`config.mk`:
```
export PLATFORM = sky130hd
export DESIGN_NAME = frd_reader
export DESIGN_NICKNAME = d
export VERILOG_FILES = /design/src/rtl/frd_pkg.sv /design/src/rtl/frd_edge.sv /design/src/rtl/frd_addr.sv /design/src/rtl/frd_array.sv /design/src/rtl/frd_reader.sv
export SDC_FILE = /design/constraint.sdc
export NUM_CORES = 1
export LEC_CHECK = 0
export ABC_AREA = 1
export BUFFER_PORTS_ARGS = -buffer_cell sky130_fd_sc_hd__buf_2
export CAP_MARGIN = 40
export CELL_PAD_IN_SITES_DETAIL_PLACEMENT = 0
export CELL_PAD_IN_SITES_GLOBAL_PLACEMENT = 1
export CORE_ASPECT_RATIO = 0.6
export CORE_MARGIN = 1
export CORE_UTILIZATION = 36
export DETAILED_ROUTE_END_ITERATION = 8
export PLACE_DENSITY = 0.69
export SLEW_MARGIN = 10
export SYNTH_ARGS = -nofsm -noshare
export SYNTH_HDL_FRONTEND = slang
export SYNTH_SLANG_ARGS = --single-unit
```
`constraint.sdc`:
```
create_clock -name clk -period 2.7 [get_ports clk]
set_clock_uncertainty 0.1 [all_clocks]
set_input_delay 0.135 -clock clk [delete_from_list [all_inputs] [get_ports clk]]
set_output_delay 0.135 -clock clk [all_outputs]
set_load 0.02 [all_outputs]
```
`src/rtl/frd_pkg.sv`:
```
// Shared definitions for the array read sequencer.
// Assumes the command set is fixed: three streaming reads and one page read.
package frd_pkg;

    typedef enum logic [1:0] {
        PH_CMD  = 2'd0,
        PH_HDR  = 2'd1,
        PH_DATA = 2'd2,
        PH_SKIP = 2'd3
    } phase_e;

    localparam logic [7:0] OP_RD_SLOW = 8'h03;
    localparam logic [7:0] OP_RD_FAST = 8'h0B;
    localparam logic [7:0] OP_RD_LEG  = 8'hE8;
    localparam logic [7:0] OP_RD_PAGE = 8'hD2;

    // Filler byte count for a recognised command
    function automatic logic [2:0] filler_bytes(input logic [7:0] op);
        case (op)
            OP_RD_FAST: filler_bytes = 3'd1;
            OP_RD_LEG,
            OP_RD_PAGE: filler_bytes = 3'd4;
            default:    filler_bytes = 3'd0;
        endcase
    endfunction

    // True for any read command this block serves
    function automatic logic cmd_known(input logic [7:0] op);
        cmd_known = (op == OP_RD_SLOW) || (op == OP_RD_FAST) ||
                    (op == OP_RD_LEG)  || (op == OP_RD_PAGE);
    endfunction

    // True when the read carries on into the next page
    function automatic logic cmd_streams(input logic [7:0] op);
        cmd_streams = (op != OP_RD_PAGE);
    endfunction

endpackage

```
`src/rtl/frd_edge.sv`:
```
// SCK edge detector in the clk domain.
// Assumes sck and cs_n are already synchronous to clk and that each SCK
// level lasts at least two clk cycles.
module frd_edge (
    input  logic clk,
    input  logic rst_n,
    input  logic cs_n,
    input  logic sck,
    output logic sck_rise,
    output logic sck_fall
);
    logic sck_q;

    // Hold the previous SCK level
    always_ff @(posedge clk) begin
        if (!rst_n) sck_q <= 1'b0;
        else        sck_q <= sck;
    end

    assign sck_rise = !cs_n &&  sck && !sck_q;
    assign sck_fall = !cs_n && !sck &&  sck_q;
endmodule

```
`src/rtl/frd_addr.sv`:
```
// Page and offset counters for the array read.
// Loads a start address in the selected page size, reduces it into range,
// then steps one byte per advance pulse with the streaming or same-page wrap.
// Assumes NUM_PAGES is a power of two, at least 2.
module frd_addr #(
    parameter int NUM_PAGES = 4,
    localparam int PG_W = $clog2(NUM_PAGES),
    localparam int AW   = PG_W + 9
) (
    input  logic            clk,
    input  logic            rst_n,
    input  logic            load,
    input  logic [AW-1:0]   addr,
    input  logic            p264_in,
    input  logic            adv,
    input  logic            streams,
    output logic [PG_W-1:0] page,
    output logic [8:0]      off
);
    localparam logic [PG_W-1:0] LAST_PG = PG_W'(NUM_PAGES - 1);

    logic       mode264;
    logic [8:0] last_off;
    logic [8:0] raw_off;

    assign last_off = mode264 ? 9'd263 : 9'd255;
    assign raw_off  = addr[8:0];

    // Load the start address or step to the next byte
    always_ff @(posedge clk) begin
        if (!rst_n) begin
            mode264 <= 1'b0;
            page    <= '0;
            off     <= '0;
        end else if (load) begin
            mode264 <= p264_in;
            if (p264_in) begin
                page <= addr[PG_W+8:9];
                off  <= (raw_off >= 9'd264) ? raw_off - 9'd264 : raw_off;
            end else begin
                page <= addr[PG_W+7:8];
                off  <= {1'b0, addr[7:0]};
            end
        end else if (adv) begin
            if (off == last_off) begin
                off <= '0;
                if (streams) page <= (page == LAST_PG) ? '0 : page + 1'b1;
            end else begin
                off <= off + 9'd1;
            end
        end
    end

    a_r3_off_in_range: assert property (@(posedge clk) disable iff (!rst_n)
        off <= last_off);
    a_r6_next_page: assert property (@(posedge clk) disable iff (!rst_n)
        (adv && !load && off == last_off && streams && page != LAST_PG)
        |=> (page == PG_W'($past(page) + 1'b1)) && (off == 9'd0));
    a_r7_array_wrap: assert property (@(posedge clk) disable iff (!rst_n)
        (adv && !load && off == last_off && streams && page == LAST_PG)
        |=> (page == '0) && (off == 9'd0));
    a_r8_same_page: assert property (@(posedge clk) disable iff (!rst_n)
        (adv && !load && off == last_off && !streams)
        |=> (page == $past(page)) && (off == 9'd0));
endmodule

```
`src/rtl/frd_array.sv`:
```
// Behavioural read-only array: a computed byte per page and offset.
// Assumes the offset is already in range for the page size.
module frd_array #(
    parameter int NUM_PAGES = 4,
    localparam int PG_W = $clog2(NUM_PAGES)
) (
    input  logic [PG_W-1:0] page,
    input  logic [8:0]      off,
    output logic [7:0]      rd_byte
);
    logic [7:0] pg_term;

    // Page contribution to the pattern
    always_comb pg_term = 8'(32'(page) * 71);

    // Byte value from offset and page
    always_comb rd_byte = off[7:0] + (off[8] ? 8'hA5 : 8'h00) + pg_term;
endmodule

```
`src/rtl/frd_reader.sv`:
```
// Main-array read sequencer of a serial flash slave.
// Takes command, address and filler bits on SCK rising edges and returns
// array data on SCK falling edges while cs_n is low. Deselect ends the read.
// Assumes all inputs are synchronous to clk and SCK is much slower than clk.
module frd_reader #(
    parameter int NUM_PAGES = 4
) (
    input  logic clk,
    input  logic rst_n,
    input  logic cs_n,
    input  logic sck,
    input  logic si,
    input  logic page264,
    output logic so,
    output logic so_en
);
    import frd_pkg::*;

    localparam int PG_W = $clog2(NUM_PAGES);
    localparam int AW   = PG_W + 9;

    phase_e          phase;
    logic [5:0]      cnt;
    logic [5:0]      hdr_len;
    logic [6:0]      cmd_sh;
    logic [7:0]      cmd_now;
    logic [AW-1:0]   addr_sh;
    logic [AW-1:0]   addr_now;
    logic            streams_q;
    logic [2:0]      bidx;
    logic            so_q;
    logic            sck_rise;
    logic            sck_fall;
    logic            load;
    logic            adv;
    logic [PG_W-1:0] page;
    logic [8:0]      off;
    logic [7:0]      rd_byte;

    frd_edge u_edge (
        .clk      (clk),
        .rst_n    (rst_n),
        .cs_n     (cs_n),
        .sck      (sck),
        .sck_rise (sck_rise),
        .sck_fall (sck_fall)
    );

    // Command and address as they stand with the current bit included
    assign cmd_now  = {cmd_sh, si};
    assign addr_now = (cnt < 6'd24) ? {addr_sh[AW-2:0], si} : addr_sh;
    assign load     = sck_rise && (phase == PH_HDR) && (cnt == hdr_len - 6'd1);
    assign adv      = sck_fall && (phase == PH_DATA) && (bidx == 3'd7);

    // Header sequencing and serial output
    always_ff @(posedge clk) begin
        if (!rst_n || cs_n) begin
            phase <= PH_CMD;
            cnt   <= '0;
            so_en <= 1'b0;
            bidx  <= '0;
            if (!rst_n) begin
                cmd_sh    <= '0;
                addr_sh   <= '0;
                hdr_len   <= 6'd24;
                streams_q <= 1'b0;
                so_q      <= 1'b0;
            end
        end else if (sck_rise) begin
            case (phase)
                PH_CMD: begin
                    cmd_sh <= cmd_now[6:0];
                    cnt    <= cnt + 6'd1;
                    if (cnt == 6'd7) begin
                        cnt       <= '0;
                        hdr_len   <= 6'd24 + {filler_bytes(cmd_now), 3'b000};
                        streams_q <= cmd_streams(cmd_now);
                        phase     <= cmd_known(cmd_now) ? PH_HDR : PH_SKIP;
                    end
                end
                PH_HDR: begin
                    addr_sh <= addr_now;
                    cnt     <= cnt + 6'd1;
                    if (load) phase <= PH_DATA;
                end
                default: ;
            endcase
        end else if (sck_fall && phase == PH_DATA) begin
            so_q  <= rd_byte[3'd7 - bidx];
            so_en <= 1'b1;
            bidx  <= bidx + 3'd1;
        end
    end

    frd_addr #(.NUM_PAGES(NUM_PAGES)) u_addr (
        .clk     (clk),
        .rst_n   (rst_n),
        .load    (load),
        .addr    (addr_now),
        .p264_in (page264),
        .adv     (adv),
        .streams (streams_q),
        .page    (page),
        .off     (off)
    );

    frd_array #(.NUM_PAGES(NUM_PAGES)) u_array (
        .page    (page),
        .off     (off),
        .rd_byte (rd_byte)
    );

    assign so = so_q;

    a_r9_deselect_quiet: assert property (@(posedge clk) disable iff (!rst_n)
        cs_n |=> !so_en);
    a_r5_bits_on_fall: assert property (@(posedge clk) disable iff (!rst_n)
        !sck_fall |=> $stable(so_q));
    a_r5_enable_on_fall: assert property (@(posedge clk) disable iff (!rst_n)
        $rose(so_en) |-> $past(sck_fall));
    a_r10_unknown_silent: assert property (@(posedge clk) disable iff (!rst_n)
        (phase == PH_SKIP) |-> !so_en);
endmodule

```
Word level (Yosys, flattened, before mapping)
Index checks and enable logic that the tools add are counted.
{ "word_totals": {"ff_bits": 51, "input_bits": 6, "out_inout_bits": 2, "wordCells": 127} }
{ "op_classes": {"add_sub_neg": 10, "mul": 1, "n_lt_le_gt_ge": 3, "eq_ne": 16, "muxes": 48, "n_bitwise": 1, "reduce_logical": 35} }
{ "op_table": {"columns": ["op", "count"], "rows": [
  ["two-way mux 11 bit", 5],
  ["two-way mux 9 bit", 6],
  ["two-way mux 6 bit", 6],
  ["two-way mux 7 bit", 4],
  ["two-way mux 2 bit", 9],
  ["nonzero test 2 bit", 9],
  ["adder 8 bit", 2],
  ["equality test 8 bit (second input constant)", 2],
  ["two-way mux 3 bit", 4],
  ["one-hot mux 6 bit (2 select lines)", 1],
  ["AND reduction 3 bit", 4],
  ["adder 9 x 1 -> 9 bit (second input constant)", 1],
  ["equality test 9 bit", 1],
  [">= comparator 9 bit (second input constant)", 1],
  ["two-way mux 1 bit", 9],
  ["subtractor 9 bit (second input constant)", 1],
  ["equality test 8 x 2 -> 1 bit (second input constant)", 1],
  ["equality test 8 x 4 -> 1 bit (second input constant)", 1],
  ["logical AND 1 bit", 8],
  ["multiplier 2 x 7 -> 8 bit (second input constant)", 1],
  ["two-way mux 8 bit", 1],
  ["inequality test 8 bit (second input constant)", 1],
  ["AND reduction 4 bit", 2],
  ["adder 5 x 6 -> 6 bit (first input constant)", 1],
  ["other kinds (23)", 33]
]} }

Depth between registers and ports, before layout
{ "depth": {"depth_word": 12, "mapped_depth": 14, "ltp_nobuf": 14} }

Hierarchy
A second synthesis with hierarchy kept.
{ "hier_totals": {"hier_cells": 480, "hier_area_um2": 3359.5} }
{ "modules_own_cells": {"columns": ["module", "instances", "cells_each", "area_per_inst_um2", "seq_area_each_um2"], "rows": [
  ["frd_reader", 1, 229, 1776.7, 900.9],
  ["frd_addr", 1, 164, 1011.0, 240.2],
  ["frd_array", 1, 78, 519.2, 0.0],
  ["frd_edge", 1, 9, 52.6, 20.0]
]} }

Worst setup path before layout
No wires, ideal clock.
{ "synth_path": {"kind": "register to register", "startpoint": "reg u_addr.page[0]", "endpoint": "reg so_q, in the netlist so, data pin", "setup_ps": 259, "arrival_time_ps": 2586, "required_ps": 2341, "path_slack_ps": -245, "path_stages_with_launch": 13, "path_buffers": 0, "synth_period_minus_slack_ps": 2945, "path_cell_list": "dfxtp_1 -> inv_1 -> fa_1 -> inv_1 -> fa_1 -> fa_1 -> nor3b_1 -> nor2_1 -> nand2_1 -> nand2_1 -> nand3_1 -> nand2_1 -> a21oi_1"} }
{ "synth_between": {"elab_chain_len": 7} }
{ "synth_rtl": {"columns": ["item", "line_no", "source"], "rows": [
  ["start: declaration", "frd_addr.sv:17", "output logic [PG_W-1:0] page,"],
  ["start signal: assignment", "frd_addr.sv:38", "page <= addr[PG_W+8:9];"],
  ["start signal: assignment", "frd_addr.sv:41", "page <= addr[PG_W+7:8];"],
  ["start signal: assignment", "frd_addr.sv:47", "if (streams) page <= (page == LAST_PG) ? '0 : page + 1'b1;"],
  ["multiplier 2 x 7 -> 8 bit", "frd_array.sv:14", "always_comb pg_term = 8'(32'(page) * 71);"],
  ["adder 8 bit", "frd_array.sv:17", "always_comb rd_byte = off[7:0] + (off[8] ? 8'hA5 : 8'h00) + pg_term;"],
  ["binary-select mux 1 bit (select 3 bit)", "frd_reader.sv:89", "so_q <= rd_byte[3'd7 - bidx];"],
  ["two-way mux 1 bit (not written as such)", "frd_reader.sv:89", null],
  ["two-way mux 1 bit", "frd_reader.sv:88", "end else if (sck_fall && phase == PH_DATA) begin"],
  ["two-way mux 1 bit", "frd_reader.sv:69", "end else if (sck_rise) begin"],
  ["two-way mux 1 bit", "frd_reader.sv:57", "if (!rst_n || cs_n) begin"],
  ["end signal: assignment", "frd_reader.sv:89", null],
  ["end: declaration", "frd_reader.sv:31", "logic so_q;"]
]} }
No other way between the ends. The select of a mux whose other input is x is not followed.
A chain may end at the register's enable or synchronous reset.

Worst setup path in the final report
Same ends and word-level chain as after synthesis.

==> out/qor.yml <==
clock_network:
  cts_made_buffers: 5
  cts_num_sinks: 47
  tritoncts: "yes"
  cts_max_level: 2
  insertion_delay_ns: 0.29
  clockBufferDepth: 2
  cts-root-buf: "clkbuf_16"
  path_clk_slew_ns: 0.07
placed_design:
  pre_cts_slack_ns: -0.148
  dpl.cell_count: 556
  dp_hpwl_mm: 5.89
  port_buffers: 7
  gp_congestion: 0.753
global_routing:
  grt_overflow: 0
  grt_use_total_pct: 17.1
  grt_max_degree: 17
  top_usage_layer: "met1"
  grtUsageMet2_pct: 25.4
  grt_pass1_vias: 2573
  grt_use_met1_pct: 26.0
  use_met3_pct: 3.44
  grt_antenna_before_repair: 0
  grt_pass1_wl_mm: 12.7
finish:
  fin_util_pct: 42.9
  drive_above_1_share_pct: 15.5
  area_growth_pct: 13.8
  fin_cells: 565
  layout_common_cells: "nand2_1, inv_1, nor2_1, nand3_1, o21ai_0"
  final_nets: 482
  layout_commonest_cell: "nand2_1"
  antenna_cells: 0
route:
  wl_per_cell_um: 13.2
  drcViolationCount: 2
  vias_per_cell: 4.93
  num_vias: 2788
  drtIter0Drc: 188
  ant_nets: 0
  drt-total-wl_mm: 7.45
  drtPass1Iterations: 6
pwr:
  pwr-share-seq_pct: 51.2
  finalPower_mw: 1.51
  power_leakage_nw: 1.68
  intPower_mw: 1.15
  sw_frac_of_total_pct: 24.2
  clkPwrFrac_pct: 41.7
  switchingPower_mw: 0.367
  power_density_nw_per_um2: 408
  combPwrFrac_pct: 7.2
  ir_drop_mv: 0.412
sta:
  relSlewSlack_pct: 65.4
  worst_pin_slew_ns: 0.514
  period_share_pct: 105
  max_freq_mhz: 351
  hold-worst-slack_ns: 0.0402
  drv_slew: 0
  setup_viol: 1
  fin_ws_ns: -0.148
  rsz0062_at_grt: "true"
  period_minus_slack_ns: 2.85
  final-hold-violation-count: 0
job:
  max-cap-violations: 0
floorplan:
  dieArea_um2: 9450
  die_h_um: 75.7
  die_width_um: 125
  start_util_pct: 37.7
  rows: 26
  pin_count: 8
  core_area_um2: 8650
logic_synthesis:
  synth.ff_latch_count: 47
  syn-cell-area_um2: 3260
  synth_cells: 429
  syn_area_per_cell_um2: 7.60
  synth_warnings: 0
  ys_seq_area_share_pct: 35.6
  synthArstFlopShare_pct: 0
  synth_ff_type: "dfxtp_1"
  synth_edf_count: 22
  synth_nets: 459
  synth.distinct_cells: 43
worst_setup_path:
  arrival_ns: 2.90
  end_kind: "flop"
  criticalPathCategory: "reg -> reg"
  cp.required_ns: 2.75
  start_kind: "flop"
  worstPathMaxFanout: 3
worst_hold_path:
  hold_path.class: "in -> reg"
outcome:
  status: "complete, but fails checks"
  violations: "DRC, setup timing"
[power by group through the flow]
| stage | logic (mW) | registers, mW | clock network, mW |
|---|---|---|---|
| 4_1_cts | 0.110 | 0.774 | 0.645 |
| 5_1_grt | 0.123 | 0.777 | 0.676 |
| 2_1_floorplan | 0.0773 | 0.788 | 0 |
| 3_5_place_dp | 0.108 | 0.791 | 0 |
| 6_report | 0.109 | 0.774 | 0.630 |
| 3_3_place_gp | 0.107 | 0.790 | 0 |
[cells in the mapped netlist, types with 2 or more instances]
library cell   n  share of area (%)
a21oi_1       19                2.9
a21oi_2        4                1.1
buf_6          4                1.4
clkbuf_1       2               0.23
clkinv_1       2               0.23
dfxtp_1       25                 15
edfxtp_1      22                 20
fa_1           4                2.5
ha_1          20                7.7
inv_1         65                7.5
nand2_1       70                8.1
nand2_2        7                1.3
nand2_4        4                1.4
nand3_1       28                4.3
nand3_2        2               0.61
nand3b_1       2               0.46
nand4_1       11                2.1
nor2_1        64                7.4
nor2_2         2               0.38
nor3_1         9                1.4
nor4_1         3               0.58
o21ai_0       25                3.8
o21ai_1        2               0.31
o21ai_2        2               0.54
o22ai_1        3               0.58
xnor2_1        5                1.3
xor2_1         7                1.9
[cell families (layout without fill, tap and decap cells)]
| kind of cell | Yosys count | in the layout | synth area share [%] |
|---|---|---|---|
| DFF | 47 | 47 | 35.6 |
| buffers and inverters | 77 | 101 | 10.1 |
| AOI/OAI and AO/OA | 61 | 61 | 10.7 |
| xor gates and xnor gates | 12 | 12 | 3.22 |
| adders and majority gates | 24 | 24 | 10.1 |
| and+or+nand+nor | 208 | 208 | 30.3 |
[worst paths after layout]
kind | start | end | slack, ns | depth (start not counted)
setup reg to reg | u_addr.page[0]$_SDFFE_PN0P_ | so$_SDFFCE_PN0P_ | -0.15 | 13
hold / removal | page264 | u_addr.mode264$_SDFFE_PN0P_ | 0.04 | 3
hold reg to reg | u_addr.mode264$_SDFFE_PN0P_ | u_addr.mode264$_SDFFE_PN0P_ | 0.37 | 2
setup / recovery | u_addr.page[0]$_SDFFE_PN0P_ | so$_SDFFCE_PN0P_ | -0.15 | 13
[area by class of cell]
| class | count | area [um2] |
|---|---|---|
| tap | 112 | 140 |
| clock inverter | 2 | 16.3 |
| fill | 906 | 4940 |
| sequential | 47 | 1170 |
| inverter | 69 | 267 |
| multi-input combinational | 305 | 1830 |
| clock buffer | 6 | 129 |
| timing repair buffer | 24 | 165 |
[stage by stage]
| step | TNS (ns) | cell area, um2 |
|---|---|---|
| after floorplan | 0 | 3290 |
| after global placement | -0.0576 | 3520 |
| after detailed placement | -0.148 | 3520 |
| after CTS | -0.160 | 3680 |
| after global routing | -0.259 | 3710 |
| final | -0.148 | 3710 |
[sequential cells by signal, indices dropped and copies added, names as in the netlist, 2 cells and up]
name and count:
hdr_len 2, cmd_sh 7, addr_sh 11, cnt 6
phase 2, u_addr.page 2, u_addr.off 9, bidx 3
[per-layer routing]
metal  vias up  wire (um)
met3         2        316
met1      1294       4240
met4         0         14
met2        36       2880
li1       1456          -
met5         -          0
[worst max-delay path: stages, from the launching register on]
cell and delay [ns]:
dfxtp_4 0.36, inv_4 0.04, fa_1 0.54, inv_2 0.04, fa_2 0.45, fa_2 0.41, nor3b_4 0.17, nor2_2 0.13
nor2_1 0.06, nor2_1 0.10, nand2_1 0.06, nand3_1 0.06, nand2_1 0.06, a21oi_1 0.12
[what timing repair did]
item	4_1_cts	5_1_grt
endpoints found under the hold margin	1	0
setup endpoints to repair	1	1
pin swaps	0	2
setup buffers	0	0
hold buffers	1	0
resized for setup	0	8
Note: power is estimated with default switching activity, not from simulation.
